$ cat src/rtl/adc_rd_pkg.sv
package adc_rd_pkg;

    localparam int unsigned WORD_BITS = 16;

    typedef enum logic [1:0] {
        ST_IDLE    = 2'd0,
        ST_CONVERT = 2'd1,
        ST_READ    = 2'd2
    } rd_state_t;

endpackage

$ cat src/rtl/adc_rd_timer.sv
module adc_rd_timer #(
    parameter int unsigned CW = 16
) (
    input  logic          clk,
    input  logic          rst_n,
    input  logic          load,
    input  logic [CW-1:0] limit,
    output logic          expired
);
    logic [CW-1:0] cnt;
    logic [CW-1:0] lim_q;
    logic [CW:0]   cnt_next;

    assign cnt_next = {1'b0, cnt} + {{CW{1'b0}}, 1'b1};
    assign expired  = (cnt_next >= {1'b0, lim_q});

    always_ff @(posedge clk) begin
        if (!rst_n) begin
            cnt   <= '0;
            lim_q <= '0;
        end else if (load) begin
            cnt   <= '0;
            lim_q <= limit;
        end else if (!expired) begin
            cnt <= cnt_next[CW-1:0];
        end
    end
endmodule

$ cat src/rtl/adc_rd_sclk.sv
module adc_rd_sclk #(
    parameter int unsigned HALF = 2
) (
    input  logic clk,
    input  logic rst_n,
    input  logic run,
    output logic sclk,
    output logic rise_now,
    output logic fall_now
);
    localparam int unsigned PH_W = (HALF > 1) ? $clog2(HALF) : 1;
    localparam logic [PH_W-1:0] PH_LAST = PH_W'(HALF - 1);

    logic [PH_W-1:0] ph;
    logic            wrap;

    assign wrap     = run && (ph == PH_LAST);
    assign rise_now = wrap && !sclk;
    assign fall_now = wrap && sclk;

    always_ff @(posedge clk) begin
        if (!rst_n || !run) begin
            ph   <= '0;
            sclk <= 1'b0;
        end else if (wrap) begin
            ph   <= '0;
            sclk <= ~sclk;
        end else begin
            ph <= ph + 1'b1;
        end
    end
endmodule

$ cat src/rtl/adc_rd_shift.sv
module adc_rd_shift #(
    parameter int unsigned BITS = 16
) (
    input  logic            clk,
    input  logic            rst_n,
    input  logic            clear,
    input  logic            take,
    input  logic            din,
    output logic [BITS-1:0] word,
    output logic            full
);
    localparam int unsigned BC_W = $clog2(BITS + 1);
    localparam logic [BC_W-1:0] BC_FULL = BC_W'(BITS);

    logic [BC_W-1:0] bit_cnt;

    assign full = (bit_cnt == BC_FULL);

    always_ff @(posedge clk) begin
        if (!rst_n) begin
            bit_cnt <= '0;
            word    <= '0;
        end else if (clear) begin
            bit_cnt <= '0;
        end else if (take) begin
            bit_cnt <= bit_cnt + 1'b1;
            word    <= {word[BITS-2:0], din};
        end
    end
endmodule

$ cat src/rtl/adc_rd_fsm.sv
module adc_rd_fsm
    import adc_rd_pkg::*;
#(
    parameter int unsigned BITS = 16
) (
    input  logic            clk,
    input  logic            rst_n,
    input  logic            start_i,
    input  logic            conv_done,
    input  logic            finish,
    input  logic [BITS-1:0] word,
    output rd_state_t       state,
    output logic            timer_load,
    output logic            conv_o,
    output logic            busy_o,
    output logic            valid_o,
    output logic [BITS-1:0] data_o
);
    rd_state_t nxt;

    always_comb begin
        nxt = state;
        unique case (state)
            ST_IDLE:    if (start_i)   nxt = ST_CONVERT;
            ST_CONVERT: if (conv_done) nxt = ST_READ;
            ST_READ:    if (finish)    nxt = ST_IDLE;
            default:                   nxt = ST_IDLE;
        endcase
    end

    assign timer_load = (state == ST_IDLE) && start_i;

    always_ff @(posedge clk) begin
        if (!rst_n) state <= ST_IDLE;
        else        state <= nxt;
    end

    always_ff @(posedge clk) begin
        if (!rst_n) begin
            conv_o  <= 1'b0;
            busy_o  <= 1'b0;
            valid_o <= 1'b0;
            data_o  <= '0;
        end else begin
            valid_o <= 1'b0;
            busy_o  <= (nxt != ST_IDLE);
            unique case (state)
                ST_IDLE:    if (start_i)   conv_o <= 1'b1;
                ST_CONVERT: if (conv_done) conv_o <= 1'b0;
                ST_READ: begin
                    if (finish) begin
                        conv_o  <= 1'b1;
                        valid_o <= 1'b1;
                        data_o  <= word;
                    end
                end
                default: ;
            endcase
        end
    end


    valid_pulse_chk: assert property (@(posedge clk) disable iff (!rst_n)
        valid_o |=> !valid_o);


    valid_idle_chk: assert property (@(posedge clk) disable iff (!rst_n)
        valid_o |-> (!busy_o && conv_o));


    busy_conv_chk: assert property (@(posedge clk) disable iff (!rst_n)
        $rose(busy_o) |-> conv_o);
endmodule

$ cat src/rtl/adc_conv_reader.sv
module adc_conv_reader
    import adc_rd_pkg::*;
#(
    parameter int unsigned CONV_W    = 16,
    parameter int unsigned SCLK_HALF = 2
) (
    input  logic                 clk,
    input  logic                 rst_n,
    input  logic                 start_i,
    input  logic [CONV_W-1:0]    conv_cycles_i,
    input  logic                 sdo_i,
    output logic                 conv_o,
    output logic                 sclk_o,
    output logic                 busy_o,
    output logic [WORD_BITS-1:0] data_o,
    output logic                 valid_o
);
    localparam int unsigned HALF_EFF = (SCLK_HALF < 2) ? 2 : SCLK_HALF;

    rd_state_t            state;
    logic                 timer_load;
    logic                 conv_done;
    logic                 rise_now;
    logic                 fall_now;
    logic                 full;
    logic                 finish;
    logic [WORD_BITS-1:0] word;

    assign finish = fall_now && full;

    adc_rd_timer #(.CW(CONV_W)) u_timer (
        .clk     (clk),
        .rst_n   (rst_n),
        .load    (timer_load),
        .limit   (conv_cycles_i),
        .expired (conv_done)
    );

    adc_rd_sclk #(.HALF(HALF_EFF)) u_sclk (
        .clk      (clk),
        .rst_n    (rst_n),
        .run      (state == ST_READ),
        .sclk     (sclk_o),
        .rise_now (rise_now),
        .fall_now (fall_now)
    );

    adc_rd_shift #(.BITS(WORD_BITS)) u_shift (
        .clk   (clk),
        .rst_n (rst_n),
        .clear (state != ST_READ),
        .take  (rise_now),
        .din   (sdo_i),
        .word  (word),
        .full  (full)
    );

    adc_rd_fsm #(.BITS(WORD_BITS)) u_fsm (
        .clk        (clk),
        .rst_n      (rst_n),
        .start_i    (start_i),
        .conv_done  (conv_done),
        .finish     (finish),
        .word       (word),
        .state      (state),
        .timer_load (timer_load),
        .conv_o     (conv_o),
        .busy_o     (busy_o),
        .valid_o    (valid_o),
        .data_o     (data_o)
    );


    sclk_low_chk: assert property (@(posedge clk) disable iff (!rst_n)
        conv_o |-> !sclk_o);


    pulse_limit_chk: assert property (@(posedge clk) disable iff (!rst_n)
        rise_now |-> !full);


    sample_edge_chk: assert property (@(posedge clk) disable iff (!rst_n)
        $rose(sclk_o) |-> (word[0] == $past(sdo_i)));
endmodule

$ cat config.mk
export PLATFORM = sky130hd
export DESIGN_NAME = adc_conv_reader
export DESIGN_NICKNAME = d
export VERILOG_FILES = /design/src/rtl/adc_rd_pkg.sv /design/src/rtl/adc_rd_timer.sv /design/src/rtl/adc_rd_sclk.sv /design/src/rtl/adc_rd_shift.sv /design/src/rtl/adc_rd_fsm.sv /design/src/rtl/adc_conv_reader.sv
export SDC_FILE = /design/constraint.sdc
export NUM_CORES = 1
export LEC_CHECK = 0
export CORE_MARGIN = 8
export CORE_UTILIZATION = 61
export DETAILED_ROUTE_END_ITERATION = 12
export GPL_TIMING_DRIVEN = 1
export PLACE_DENSITY = 0.85
export SYNTH_ARGS = -nofsm -noshare
export SYNTH_HDL_FRONTEND = slang
export SYNTH_HIERARCHICAL = 1
export SYNTH_SLANG_ARGS = --single-unit
$ cat constraint.sdc
create_clock -name clk -period 6.4 [get_ports clk]
set_input_delay 1.92 -clock clk [delete_from_list [all_inputs] [get_ports clk]]
set_output_delay 1.92 -clock clk [all_outputs]
set_load 0.05 [all_outputs]
==> run metrics, run 1 <==
hold violation count in the final report=0; Final Net Count=485; WL/cell=14.22 um; post-synthesis compound-gate area fraction=15.81%; CTS H-Tree Depth=3; Worst Clk Skew=0.004768 ns; unrepaired setup endpoints after global routing=false; Post-Synth Adder-Cell Area=6.057%; mux contribution to synthesized area=4.877%; worst skew pair latency=0.35 ns; Post-synth EDFFs=0; largest family of logic cells by synthesized area=simple AND/OR/NAND/NOR gates; IO buf count=39; pin count of the biggest net entering global routing=72; Peak VDD IR=0.1688 mV; Max-Cap Viols=0; Tightest Pin Transition=0.9908 ns; Synth area leader=dfxtp_1; CTS clk-pin slew, worst paths=0.08 ns; worst reg2reg path depth=15; drt pass-1 iters=4; Initial Util=62.53%; fin cells=528; Synth Instances=417; Tmin final=3.745 ns; startpoint types=flop; Post-Syn Area=3925 sq um; Clock Sinks=76; xor and xnor area share after synthesis=4.240%; Final Wtd Congestion=0.8651; mean post-synth cell area=9.413 sq um; area occupied by multi-input gates=2136 sq um; GRT Residual Overflow=0; DR vias/cell=5.619; GRT Overall Usage=17.71%; flip-flop and latch area=1521 sq um; Place WS=2.710 ns; Final Cycle Share=58.52%; status=complete, no violations; Post-synth top cells=dfxtp_1, nand2_1, inv_1, a21oi_1, ha_1; Setup TNS=0 ns; post-cts resize count=0; Async S/R FF share, synth=0%; Die Span X=96.22 um; Lkg Pwr=1.558 nW; yosys warns=6; via count=2,967; Fill cells=483; Setup crit start=u_timer/cnt[0]$_SDFFE_PP0N_; Syn Nets=456; R2R setup slack=2.65 ns; CP required=6.63 ns; die area=9257 sq um; RR Endpoint=u_fsm/busy_o$_SDFF_PN0_; Slew headroom=33.95%; DR DRC count=0; Max Slew Vio Count=0; antenna cells=0; post-synthesis sequential area ratio=38.76%; Core ar.=6277 sq um; Synth Area in Simple Gates=23.30%; final setup margin=2.655 ns; post-CTS setup buffers=0; Iter 0 DRT Violations=137; share of layout cells above drive strength 1=14.86%; worst hold slack=0.4538 ns; first-pass GRT wire length=12.94 mm; total power draw=982.5 uW; Crit Path Category=reg2reg; #FFs+latches synth=76; final setup fails=0; cell with the most instances after synthesis=dfxtp_1; clk root buf=clkbuf_8; Post-Route WL=7.508 mm; critical path arrival=3.97 ns; P&R area growth vs syn=12.15%; area fraction of the dominant cell type after synthesis=38.76%; Inst Count DP=512; CTS tree=yes; Hold-fix buffers, CTS=0; I/O pin total=40; CTS buffer count=9; row count=29; largest cells by area after synthesis=dfxtp_1, ha_1, nand2_1; ANT nets after route=0; fmax=0.2670 GHz; DIE HEIGHT=96.22 um; CP max FO=32; hpwl dp=5.156 mm; Setup crit end kind=flop; Synth cell types=51; Hold Crit Class=reg2reg; Critical Path End=u_fsm/busy_o$_SDFF_PN0_; PD cells=223.2 nW/um^2; initial antenna violation count=0; vias in the first global route=2,848; clock buffer depth=2; ys flop type=dfxtp_1; reg2reg start=u_timer/cnt[0]$_SDFFE_PP0N_
layer usage:
layer	share of wire [%]	wire (um)	track usage (%)	vias up
li1	-	-	-	1521
met1	46	3465	21.71	1377
met2	47	3504	28.38	56
met3	5.0	379	4.134	13
met4	2.1	158	8.963	0
met5	0	0	0	-
worst min-delay path by stage:
stage | from | end | slack, ns | cells after the start
after floorplan | u_sclk/ph$_SDFF_PP0_ | u_sclk/ph$_SDFF_PP0_ | 0.43 | 1
after global placement | u_fsm/data_o[8]$_SDFFE_PN0P_ | u_fsm/data_o[8]$_SDFFE_PN0P_ | 0.44 | 2
after detailed placement | u_fsm/data_o[8]$_SDFFE_PN0P_ | u_fsm/data_o[8]$_SDFFE_PN0P_ | 0.44 | 2
after CTS | u_fsm/data_o[8]$_SDFFE_PN0P_ | u_fsm/data_o[8]$_SDFFE_PN0P_ | 0.46 | 2
after global routing | u_fsm/data_o[8]$_SDFFE_PN0P_ | u_fsm/data_o[8]$_SDFFE_PN0P_ | 0.47 | 2
final | u_fsm/data_o[9]$_SDFFE_PN0P_ | u_fsm/data_o[9]$_SDFFE_PN0P_ | 0.45 | 2
worst max-delay path, stage by stage (launching register included):
cell and delay, ns:
dfxtp_1 0.41, ha_1 0.25, nand3_2 0.15, nor2_1 0.29, nand3_1 0.22, nor2_1 0.20, xor2_1 0.17, ha_1 0.26
a21o_1 0.16, a21oi_1 0.13, o31ai_1 0.08, a311o_2 0.56, or2_1 0.32, and3b_1 0.17, o21ai_1 0.16, o31ai_1 0.09
area by class of cell:
| cell class | count | area share (%) |
|---|---|---|
| Clock buffer | 10 | 2.899 |
| Multi-Input combinational cell | 297 | 48.52 |
| Clock inverter | 6 | 0.9380 |
| Inverter | 21 | 1.791 |
| Sequential cell | 76 | 34.57 |
| Tap cell | 77 | 2.189 |
| Timing Repair Buffer | 41 | 9.096 |
per-stage QoR:
step,utilization [%],cell area (sq um)
CTS,70.12,4402
detailed placement,67.43,4233
finish,70.12,4402
global placement,67.43,4233
global route,70.12,4402
floorplan,-,3925
cell usage in the layout, fill, tap and decap left out, types with 2 or more instances in the layout:
cell type / synthesis / routed
nand2_1: 54 / 54
o21ai_0: 2 / 2
dfxtp_1: 76 / 76
nand2_2: 2 / 2
a21o_1: 3 / 3
buf_4: 2 / 2
ha_1: 19 / 19
mux2i_1: 18 / 18
nor3_1: 2 / 2
nand4_1: 8 / 8
clkinv_2: 0 / 2
or4b_1: 3 / 3
or4_1: 11 / 11
a21boi_0: 6 / 6
clkdlybuf4s50_1: 0 / 38
or2_1: 3 / 3
clkbuf_8: 1 / 9
o31ai_1: 13 / 13
inv_1: 21 / 21
nand3_1: 11 / 11
nor2b_1: 18 / 18
o41ai_1: 3 / 3
a21oi_1: 20 / 20
xor2_1: 7 / 7
xnor2_1: 12 / 12
a21boi_2: 10 / 10
nor2_1: 16 / 16
o21ai_1: 4 / 4
nand2b_1: 4 / 4
clkinvlp_4: 0 / 3
nand3_2: 14 / 14
o21ai_2: 16 / 16
state kept, by name, indices dropped and copies added, names as in the netlist, 2 cells and up:
register	cells
u_fsm/data_o	16
u_shift/word	16
u_shift/bit_cnt	5
u_fsm/state	2
u_timer/lim_q	16
u_timer/cnt	16
logic make-up (layout without fill, tap and decap cells):
kind of cell | after synthesis | in the layout
flops | 76 | 76
compound gates | 82 | 82
fa+ha+maj | 19 | 19
xor+xnor | 19 | 19
mux | 19 | 19
simple gates | 158 | 158
buf+inv | 44 | 78
power by group:
part / total (mW) / switching (mW) / internal (mW) / leakage, nW
Sequential: 0.507 / 0.0161 / 0.490 / 0.616
Clock: 0.318 / 0.178 / 0.140 / 0.0783
Combinational: 0.158 / 0.0926 / 0.0655 / 0.864
Total: 0.983 / 0.287 / 0.696 / 1.56
(Power assumes the default switching activity.)
==> run 2: changes to the inputs <==
--- a/config.mk
+++ b/config.mk
@@ -6,10 +6,10 @@
 export NUM_CORES = 1
 export LEC_CHECK = 0
 export CORE_MARGIN = 8
-export CORE_UTILIZATION = 61
+export CORE_UTILIZATION = 51
 export DETAILED_ROUTE_END_ITERATION = 12
 export GPL_TIMING_DRIVEN = 1
-export PLACE_DENSITY = 0.85
+export PLACE_DENSITY = 0.76
 export SYNTH_ARGS = -nofsm -noshare
 export SYNTH_HDL_FRONTEND = slang
 export SYNTH_HIERARCHICAL = 1
==> constraint.sdc (replaced) <==
create_clock -name clk -period 3.2 [get_ports clk]
set_input_delay 0.96 -clock clk [delete_from_list [all_inputs] [get_ports clk]]
set_output_delay 0.96 -clock clk [all_outputs]
set_load 0.05 [all_outputs]
==> run 2 against run 1 <==
  * Clock-buffer cell count up 1
  * Final cell count up 8.0%
  * Critical endpoint is now u_timer/cnt[14]$_SDFFE_PP0N_
  * Global-route usage shrank 2.9 points
  * Clock skew up 0.0031 ns
==> run metrics, run 2 (same netlist as run 1, synthesis figures left out) <==
status=complete, no violations; Iter 0 DRT Violations=106; drt pass-1 iters=4; Max-Cap Viols=0; clk root buf=clkbuf_8; Inst Count DP=547; final setup fails=0; commonest non-fill, non-tap cell in the layout=dfxtp_1; Clock Sinks=76; CTS H-Tree Depth=3; P&R area growth vs syn=21.04%; Comb pwr share=16.4%; ANT nets after route=0; WL/cell=14.18 um; die area=10,760 sq um; Reg power frac=46.4%; R2R setup slack=0.06 ns; CTS tree=yes; IO buf count=39; Critical Path End=u_timer/cnt[14]$_SDFFE_PP0N_; Initial Util=51.60%; hold violation count in the final report=0; Worst Clk Skew=0.007863 ns; Hold Crit Class=reg2reg; Post-Route WL=8.082 mm; hold_sp=u_fsm/data_o[13]$_SDFFE_PN0P_; clock share of power=37.2%; DR DRC count=0; first-pass GRT wire length=13.41 mm; fmax=0.3186 GHz; Tightest Pin Transition=0.6393 ns; CP max FO=31; CTS clk-pin slew, worst paths=0.08 ns; Peak VDD IR=0.2625 mV; DR vias/cell=5.361; initial antenna violation count=0; Core ar.=7607 sq um; fin cells=570; worst hold slack=0.4528 ns; RR Endpoint=u_timer/cnt[14]$_SDFFE_PP0N_; CP max stage delay=0.49 ns; share of layout cells above drive strength 1=23.29%; Final Wtd Congestion=0.8127; Fill cells=638; critical path arrival=3.42 ns; via count=3,056; Lkg Pwr=1.699 nW; most frequent cells in the layout=dfxtp_1, nand2_1, clkdlybuf4s50_1; Final Cycle Share=98.08%; pin count of the biggest net entering global routing=49; switching share of power=26.65%; Slew headroom=57.20%; Crit Path Category=reg2reg; Tmin final=3.139 ns; CP required=3.48 ns; cell chain of the critical path=and3_1 -> nand4_1 -> nor2_4 -> nand3_2 -> xnor2_1 -> ha_1 -> nand3_1 -> nor2_1 -> a311o_2 -> buf_12 -> or4b_1 -> a21oi_1; switching pwr=583.6 uW; I/O pin total=40; reg2reg start=u_timer/cnt[9]$_SDFFE_PP0N_; Setup crit start=u_timer/cnt[9]$_SDFFE_PP0N_; Int Pwr=1.606 mW; row count=32; Max Slew Vio Count=0; worst skew pair latency=0.35 ns; Final Net Count=502; Setup crit end kind=flop; DIE HEIGHT=103.7 um; Die Span X=103.7 um; startpoint types=flop; Setup TNS=0 ns; CP max stage cell=or4b_1; PD cells=460.9 nW/um^2; GRT Overall Usage=14.78%; worst reg2reg path depth=12; antenna cells=0; vias in the first global route=2,872; clock buffer depth=2; CTS buffer count=9; GRT Residual Overflow=0; hpwl dp=5.443 mm
==> run 2: power groups by stage <==
stage          Clock (mW)  Combinational [mW]  Sequential, mW
6_report            0.814               0.359            1.02
5_1_grt             0.873               0.400            1.02
4_1_cts             0.835               0.351            1.01
3_5_place_dp            0               0.348            1.03
3_3_place_gp            0               0.340            1.03
2_1_floorplan           0               0.225            1.04
==> run 2: per-layer routing <==
metal / wire, um / GRT usage [%]
met1: 3766 / 18.70
met3: 374 / 3.779
met5: 0 / 0
met2: 3783 / 23.14
met4: 157 / 6.618
==> run 2: cell type report <==
cell class	count	area, sq um	area share (%)
multi-input cells	297	2238	47.12
flip-flops and latches	76	1535	32.31
repair buffers	58	544.3	11.46
clock buffers	11	141.4	2.976
well taps	102	127.6	2.686
clock inverters	5	85.08	1.791
inverters	21	78.83	1.659
==> run 2: worst max-delay path, delay by kind of cell (launching register included) <==
family / cells / cell delay (ns)
and+or+nand+nor: 7 / 1.45
AOI/OAI and AO/OA: 2 / 0.56
DFF: 1 / 0.40
adders and majority gates: 1 / 0.30
xor gates and xnor gates: 1 / 0.17
buffers and inverters: 1 / 0.17
==> run 2: how the worst min path moves through the flow <==
stage	to	cells after the start	slack (ns)
5_1_grt	u_fsm/data_o[10]$_SDFFE_PN0P_	2	0.47
3_3_place_gp	u_sclk/ph$_SDFF_PP0_	1	0.44
6_report	u_fsm/data_o[13]$_SDFFE_PN0P_	2	0.45
2_1_floorplan	u_sclk/ph$_SDFF_PP0_	1	0.43
3_5_place_dp	u_fsm/data_o[13]$_SDFFE_PN0P_	2	0.45
4_1_cts	u_fsm/data_o[13]$_SDFFE_PN0P_	2	0.46
==> run 2: through the flow <==
step,worst slack (ns),util (%),power [mW],instance area (sq um)
floorplan,0.01731,-,1.269,3943
detailed placement,-0.07257,57.43,1.382,4369
global route,-0.08932,62.45,2.295,4751
CTS,0.007124,60.79,2.198,4624
finish,0.06148,62.45,2.190,4751
global placement,0.007158,57.43,1.371,4369
==> run 2: what timing repair did <==
item	CTS	global route
resized for setup	7	22
setup endpoints to repair	15	16
gates cloned	0	0
buffers inserted	0	7
pin swaps	0	11
hold buffers	0	0
